**src/rtl/race_pkg.sv**
```systemverilog
package race_pkg;
  localparam int SYM_W = 2;

  typedef enum logic [SYM_W-1:0] {
    BASE_A = 2'b00,
    BASE_C = 2'b01,
    BASE_G = 2'b10,
    BASE_T = 2'b11
  } base_t;
endpackage

```
**src/rtl/race_cell.sv**
```systemverilog
module race_cell #(
  parameter bit IS_ORIGIN = 1'b0
) (
  input  logic clk,
  input  logic rst,
  input  logic clear_i,
  input  logic match_i,
  input  logic up_i,
  input  logic left_i,
  input  logic diag_i,
  output logic arrive_o
);
  logic fired_q;
  logic slow_q;

  // Matching diagonal passes with no register; otherwise the cell shows its latch.
  assign arrive_o = fired_q | (match_i & diag_i);

  always_ff @(posedge clk) begin
    if (rst) begin
      fired_q <= 1'b0;
      slow_q  <= 1'b0;
    end else if (clear_i) begin
      fired_q <= IS_ORIGIN;
      slow_q  <= 1'b0;
    end else begin
      slow_q  <= diag_i & ~match_i;
      fired_q <= fired_q | up_i | left_i | slow_q;
    end
  end

  // Once fired, a cell stays fired until the next clear.
  assert_latch_held_R4: assert property (@(posedge clk) disable iff (rst)
    (fired_q && !clear_i) |=> fired_q);
endmodule

```
**src/rtl/race_ctrl.sv**
```systemverilog
module race_ctrl #(
  parameter int LEN   = 20,
  parameter int CNT_W = 6
) (
  input  logic             clk,
  input  logic             rst,
  input  logic             start_i,
  input  logic             final_i,
  output logic             accept_o,
  output logic             busy_o,
  output logic             done_o,
  output logic [CNT_W-1:0] score_o
);
  localparam int MAX_SCORE = 2 * LEN;

  logic             busy_q;
  logic             done_q;
  logic [CNT_W-1:0] cnt_q;
  logic [CNT_W-1:0] score_q;

  assign accept_o = start_i & ~busy_q;
  assign busy_o   = busy_q;
  assign done_o   = done_q;
  assign score_o  = score_q;

  always_ff @(posedge clk) begin
    if (rst) begin
      busy_q  <= 1'b0;
      done_q  <= 1'b0;
      cnt_q   <= '0;
      score_q <= '0;
    end else begin
      done_q <= 1'b0;
      if (accept_o) begin
        busy_q <= 1'b1;
        cnt_q  <= '0;
      end else if (busy_q) begin
        if (final_i) begin
          busy_q  <= 1'b0;
          done_q  <= 1'b1;
          score_q <= cnt_q;
        end else begin
          cnt_q <= cnt_q + 1'b1;
        end
      end
    end
  end

  assert_done_pulse_R6: assert property (@(posedge clk) disable iff (rst)
    done_q |=> !done_q);

  assert_score_hold_R6: assert property (@(posedge clk) disable iff (rst)
    (!busy_q && !start_i) |=> $stable(score_q));

  assert_start_ignored_R7: assert property (@(posedge clk) disable iff (rst)
    (busy_q && start_i && !final_i) |=> (busy_q && cnt_q == $past(cnt_q) + 1'b1));

  assert_cnt_bound_R4: assert property (@(posedge clk) disable iff (rst)
    busy_q |-> (int'(cnt_q) <= MAX_SCORE));

  assert_score_bound_R5: assert property (@(posedge clk) disable iff (rst)
    done_q |-> (int'(score_q) <= MAX_SCORE));
endmodule

```
**src/rtl/race_align_engine.sv**
```systemverilog
module race_align_engine #(
  parameter int LEN   = 20,
  localparam int SEQ_W = race_pkg::SYM_W * LEN,
  localparam int CNT_W = $clog2(2 * LEN + 2)
) (
  input  logic             clk,
  input  logic             rst,
  input  logic             start_i,
  input  logic [SEQ_W-1:0] query_i,
  input  logic [SEQ_W-1:0] ref_i,
  output logic             done_o,
  output logic [CNT_W-1:0] score_o
);
  import race_pkg::*;

  localparam int GRID = LEN + 1;

  logic             accept;
  logic             busy;
  logic [SEQ_W-1:0] q_seq_q;
  logic [SEQ_W-1:0] r_seq_q;
  logic             arrive [0:GRID-1][0:GRID-1];

  always_ff @(posedge clk) begin
    if (rst) begin
      q_seq_q <= '0;
      r_seq_q <= '0;
    end else if (accept) begin
      q_seq_q <= query_i;
      r_seq_q <= ref_i;
    end
  end

  for (genvar i = 0; i < GRID; i++) begin : g_row
    for (genvar j = 0; j < GRID; j++) begin : g_col
      logic up_w, left_w, diag_w, match_w;

      if (i > 0) begin : g_up
        assign up_w = arrive[i-1][j];
      end else begin : g_no_up
        assign up_w = 1'b0;
      end

      if (j > 0) begin : g_left
        assign left_w = arrive[i][j-1];
      end else begin : g_no_left
        assign left_w = 1'b0;
      end

      if (i > 0 && j > 0) begin : g_diag
        base_t q_base, r_base;
        assign q_base  = base_t'(q_seq_q[SYM_W*(i-1) +: SYM_W]);
        assign r_base  = base_t'(r_seq_q[SYM_W*(j-1) +: SYM_W]);
        assign match_w = (q_base == r_base);
        assign diag_w  = arrive[i-1][j-1];
      end else begin : g_no_diag
        assign match_w = 1'b0;
        assign diag_w  = 1'b0;
      end

      race_cell #(
        .IS_ORIGIN((i == 0) && (j == 0))
      ) cell_i (
        .clk     (clk),
        .rst     (rst),
        .clear_i (accept),
        .match_i (match_w),
        .up_i    (up_w),
        .left_i  (left_w),
        .diag_i  (diag_w),
        .arrive_o(arrive[i][j])
      );
    end
  end

  race_ctrl #(
    .LEN  (LEN),
    .CNT_W(CNT_W)
  ) ctrl_i (
    .clk     (clk),
    .rst     (rst),
    .start_i (start_i),
    .final_i (arrive[LEN][LEN]),
    .accept_o(accept),
    .busy_o  (busy),
    .done_o  (done_o),
    .score_o (score_o)
  );

  // The corner cell fires in the cycle right after an accepted start.
  assert_origin_seed_R9: assert property (@(posedge clk) disable iff (rst)
    accept |=> arrive[0][0]);

  // Captured strings stay put while a run is in progress.
  assert_seq_frozen_R8: assert property (@(posedge clk) disable iff (rst)
    (busy && !accept) |=> ($stable(q_seq_q) && $stable(r_seq_q)));
endmodule

```
**config.mk**
```make
export PLATFORM = sky130hd
export DESIGN_NAME = race_align_engine
export DESIGN_NICKNAME = d
export VERILOG_FILES = /design/src/rtl/race_pkg.sv /design/src/rtl/race_cell.sv /design/src/rtl/race_ctrl.sv /design/src/rtl/race_align_engine.sv
export SDC_FILE = /design/constraint.sdc
export NUM_CORES = 2
export LEC_CHECK = 0
export ABC_AREA = 0
export BUFFER_PORTS_ARGS = -buffer_cell sky130_fd_sc_hd__buf_4
export CELL_PAD_IN_SITES_DETAIL_PLACEMENT = 1
export CELL_PAD_IN_SITES_GLOBAL_PLACEMENT = 2
export CORE_MARGIN = 2
export CORE_UTILIZATION = 47
export CTS_CLUSTER_DIAMETER = 200
export DETAILED_ROUTE_END_ITERATION = 10
export GPL_ROUTABILITY_DRIVEN = 0
export PLACE_DENSITY = 0.85
export SLEW_MARGIN = 20
export SYNTH_ARGS = -nofsm -noshare
export SYNTH_HDL_FRONTEND = slang
export SYNTH_HIERARCHICAL = 1
export SYNTH_SLANG_ARGS = --single-unit
```
**constraint.sdc**
```tcl
create_clock -name clk -period 40.5 [get_ports clk]
set_clock_uncertainty 0.15 [all_clocks]
set_input_delay 4.05 -clock clk [delete_from_list [all_inputs] [get_ports clk]]
set_output_delay 4.05 -clock clk [all_outputs]
set_load 0.05 [all_outputs]
```
==> results.py <==
metrics = {
    "status": {
        "status": "completed",
    },
    "global_route": {
        "antenna_found_initial": 0,
        "grt-ovfl-total": 0,
        "grt_pass1_vias": 35717,
        "track_usage_pct": 21.5,
        "grt_pass1_wl_um": 193000,
        "grt_max_degree": 165,
    },
    "setup_path": {
        "r2r_cells": 26,
        "reg2reg_slack_ps": 33810,
        "critPathCaptureType": "flip-flop",
        "crit_type": "in2reg",
        "crit_required_ps": 40870,
        "slowest_delay_ps": 850,
        "slowest_stage": "buf_4",
        "critical_path_arrival_ps": 7370,
        "cp_common_cell": "buf_4",
        "cp_max_fo": 93,
        "start_kind": "primary input",
        "crit_chain": "buf_8, buf_4, buf_4, buf_4, nor2_1",
    },
    "detailed_routing": {
        "firstDrtPassIters": 5,
        "wl_per_cell_um": 18.8,
        "wl_um": 115000,
        "ant_nets": 0,
        "post_drt_via_cell_ratio": 5.41,
        "drt_iter0_drc": 1389,
        "vias": 33063,
        "drc": 0,
    },
    "pwr": {
        "swShare_pct": 32.0,
        "power.leakage_nw": 24.4,
        "powerDensity_nw_per_um2": 55.2,
        "power_frac_comb_pct": 28.9,
        "p_seq_share_pct": 38.3,
        "pwr-share-clk_pct": 32.8,
        "intPower_mw": 2.05,
        "ir_worst_vdd_v": 0.0000355,
        "p_switching_mw": 0.966,
    },
    "timing": {
        "max_slew_margin_pct": 25.1,
        "hold_viol": 0,
        "final.period_utilization_pct": 17.3,
        "tns_ps": 0,
        "setup_violations": 0,
        "tightest_slew_ps": 1120,
        "slew_violations": 0,
        "period_needed_ps": 7000,
        "fmax_mhz": 143,
        "rsz0062_at_grt": "false",
    },
    "synthesis": {
        "yosys.area.top_type": "dfxtp_1",
        "async_flop_share_pct": 0,
        "ys_ff_latch": 976,
        "synth-edff-count": 0,
        "yosysTopAreaCellShare_pct": 39.9,
        "ys_warn_count": 6,
        "synth_most_common_cell": "dfxtp_1",
        "syn_area_sq_um": 49000,
        "syn_inst": 4412,
        "synth_area_leaders": "dfxtp_1, xor2_1, nor4b_2, nor4_2, a21o_1",
        "avgSynthCellArea_sq_um": 11.1,
        "synth.yosys.seq_area_share_pct": 39.9,
        "synth_commonest_cells": "dfxtp_1, xor2_1, nor2_1",
        "yosysUniqueCellTypes": 32,
        "synth_ff_type": "dfxtp_1",
    },
    "final_layout": {
        "antenna_cells": 0,
        "drive_gt1_share_pct": 26.1,
        "stdcell_count": 6116,
        "area_growth_pct": 11.5,
        "nets": 4737,
    },
    "floorplanning": {
        "die_w_um": 327,
        "core.rowCount": 118,
        "ios": 90,
        "core_area_sq_um": 103000,
        "initial_utilization_pct": 47.3,
        "die-area_sq_um": 107000,
        "die_y_um": 327,
    },
    "cts": {
        "postCtsSetupRepairBufs": 0,
        "cts_buffers": 107,
        "cts.clk_slew.worst_paths_ps": 60,
        "h-tree-depth": 3,
        "cts_buffer_depth": 3,
        "cts_resized": 0,
        "clock-sinks": 976,
        "insertion_delay_ps": 680,
        "root_buffer": "clkbuf_16",
        "cts_hold_buf": 0,
        "cts_tree": "done",
    },
    "place": {
        "post-dp-hpwl_um": 75600,
        "portBuffers": 89,
        "placed_cells": 5924,
    },
    "job": {
        "cap_violations": 0,
    },
    "min_path": {
        "hp-class": "reg2reg",
        "holdPathStages": 2,
    },
}
## cells in the final DEF (no fill, tap or decap), types with 2 or more instances in the layout
cell type / n
dfxtp_1: 975
xor2_1: 801
nor2_1: 485
nor3_1: 441
nor4b_2: 441
a21o_1: 441
nor4_2: 440
conb_1: 206
buf_4: 184
clkbuf_16: 108
mux2i_1: 82
clkbuf_1: 29
clkbuf_8: 22
clkinv_2: 15
a21oi_1: 10
bufinv_16: 9
nand2_1: 7
nand3_1: 6
clkinvlp_4: 4
buf_12: 4
clkinv_8: 3
inv_1: 3
nand4_1: 3
inv_6: 2
nand3b_1: 2
## per-stage QoR
| step | area, sq um | setup slack (ps) | utilization (%) | total power, mW | hold slack, ps |
|---|---|---|---|---|---|
| after floorplan | 49800 | 16020 | - | 1.89 | 291 |
| after global placement | 51100 | 32850 | 49.3 | 2.03 | 297 |
| after detailed placement | 51100 | 32820 | 49.3 | 2.05 | 301 |
| after CTS | 54600 | 33560 | 52.8 | 3.06 | 309 |
| after global routing | 54600 | 33240 | 52.8 | 3.19 | 351 |
| final | 54600 | 33500 | 52.8 | 3.02 | 308 |
## critical path: cells and delay by family
| kind | cells | cell delay, ps |
|---|---|---|
| and+or+nand+nor | 1 | 140 |
| buffers and inverters | 4 | 2950 |
## kinds of logic after synthesis
family          Yosys count  synth area share, %
simple gates           1831                 33.3
flops                   976                 39.9
xor+xnor                802                 14.3
compound gates          453                 6.89
buf+inv                 266                 3.93
mux                      82                 1.67
fa+ha+maj                 1               0.0255
other cells               1              0.00765
## state kept, by name, summed over array words and instances, names as in the netlist
| name | flops |
|---|---|
| ctrl_i/busy_o | 1 |
| ctrl_i/cnt_q | 6 |
| ctrl_i/done_o | 1 |
| ctrl_i/score_o | 6 |
| g_row.g_col.cell_i/fired_q | 441 |
| g_row.g_col.cell_i/slow_q | 441 |
| q_seq_q | 40 |
| r_seq_q | 40 |
## layout make-up
| cell class | count | area (sq um) |
|---|---|---|
| timing repair buffer | 189 | 1480 |
| sequential | 976 | 19500 |
| fill | 11070 | 48900 |
| multi-input combinational | 3375 | 28300 |
| clock buffer | 159 | 3110 |
| clock inverter | 33 | 442 |
| inverter | 4 | 22.5 |
| tap | 1380 | 1730 |
## worst paths after layout
kind / startpoint / endpoint
max: rst / q_seq_q[13]
min: ctrl_i/score_o[5] / ctrl_i/score_o[5]
max reg2reg: r_seq_q[0] / ctrl_i/score_o[0]
min reg2reg: ctrl_i/score_o[5] / ctrl_i/score_o[5]
## power groups by stage
stage	clock, mW	sequential (mW)	combinational, mW
4_1_cts	1.02	1.16	0.887
6_report	0.990	1.15	0.872
2_1_floorplan	0	1.16	0.726
3_3_place_gp	0	1.17	0.861
3_5_place_dp	0	1.17	0.881
5_1_grt	1.06	1.17	0.964
## per-layer routing
| metal | wire (um) | vias to the layer above | global-route usage (%) |
|---|---|---|---|
| li1 | - | 16258 | - |
| met1 | 54700 | 16433 | 28.7 |
| met2 | 55700 | 244 | 36.9 |
| met3 | 2540 | 128 | 2.41 |
| met4 | 2060 | 0 | 5.23 |
| met5 | 0 | - | 0 |
(Power assumes the default switching activity.)
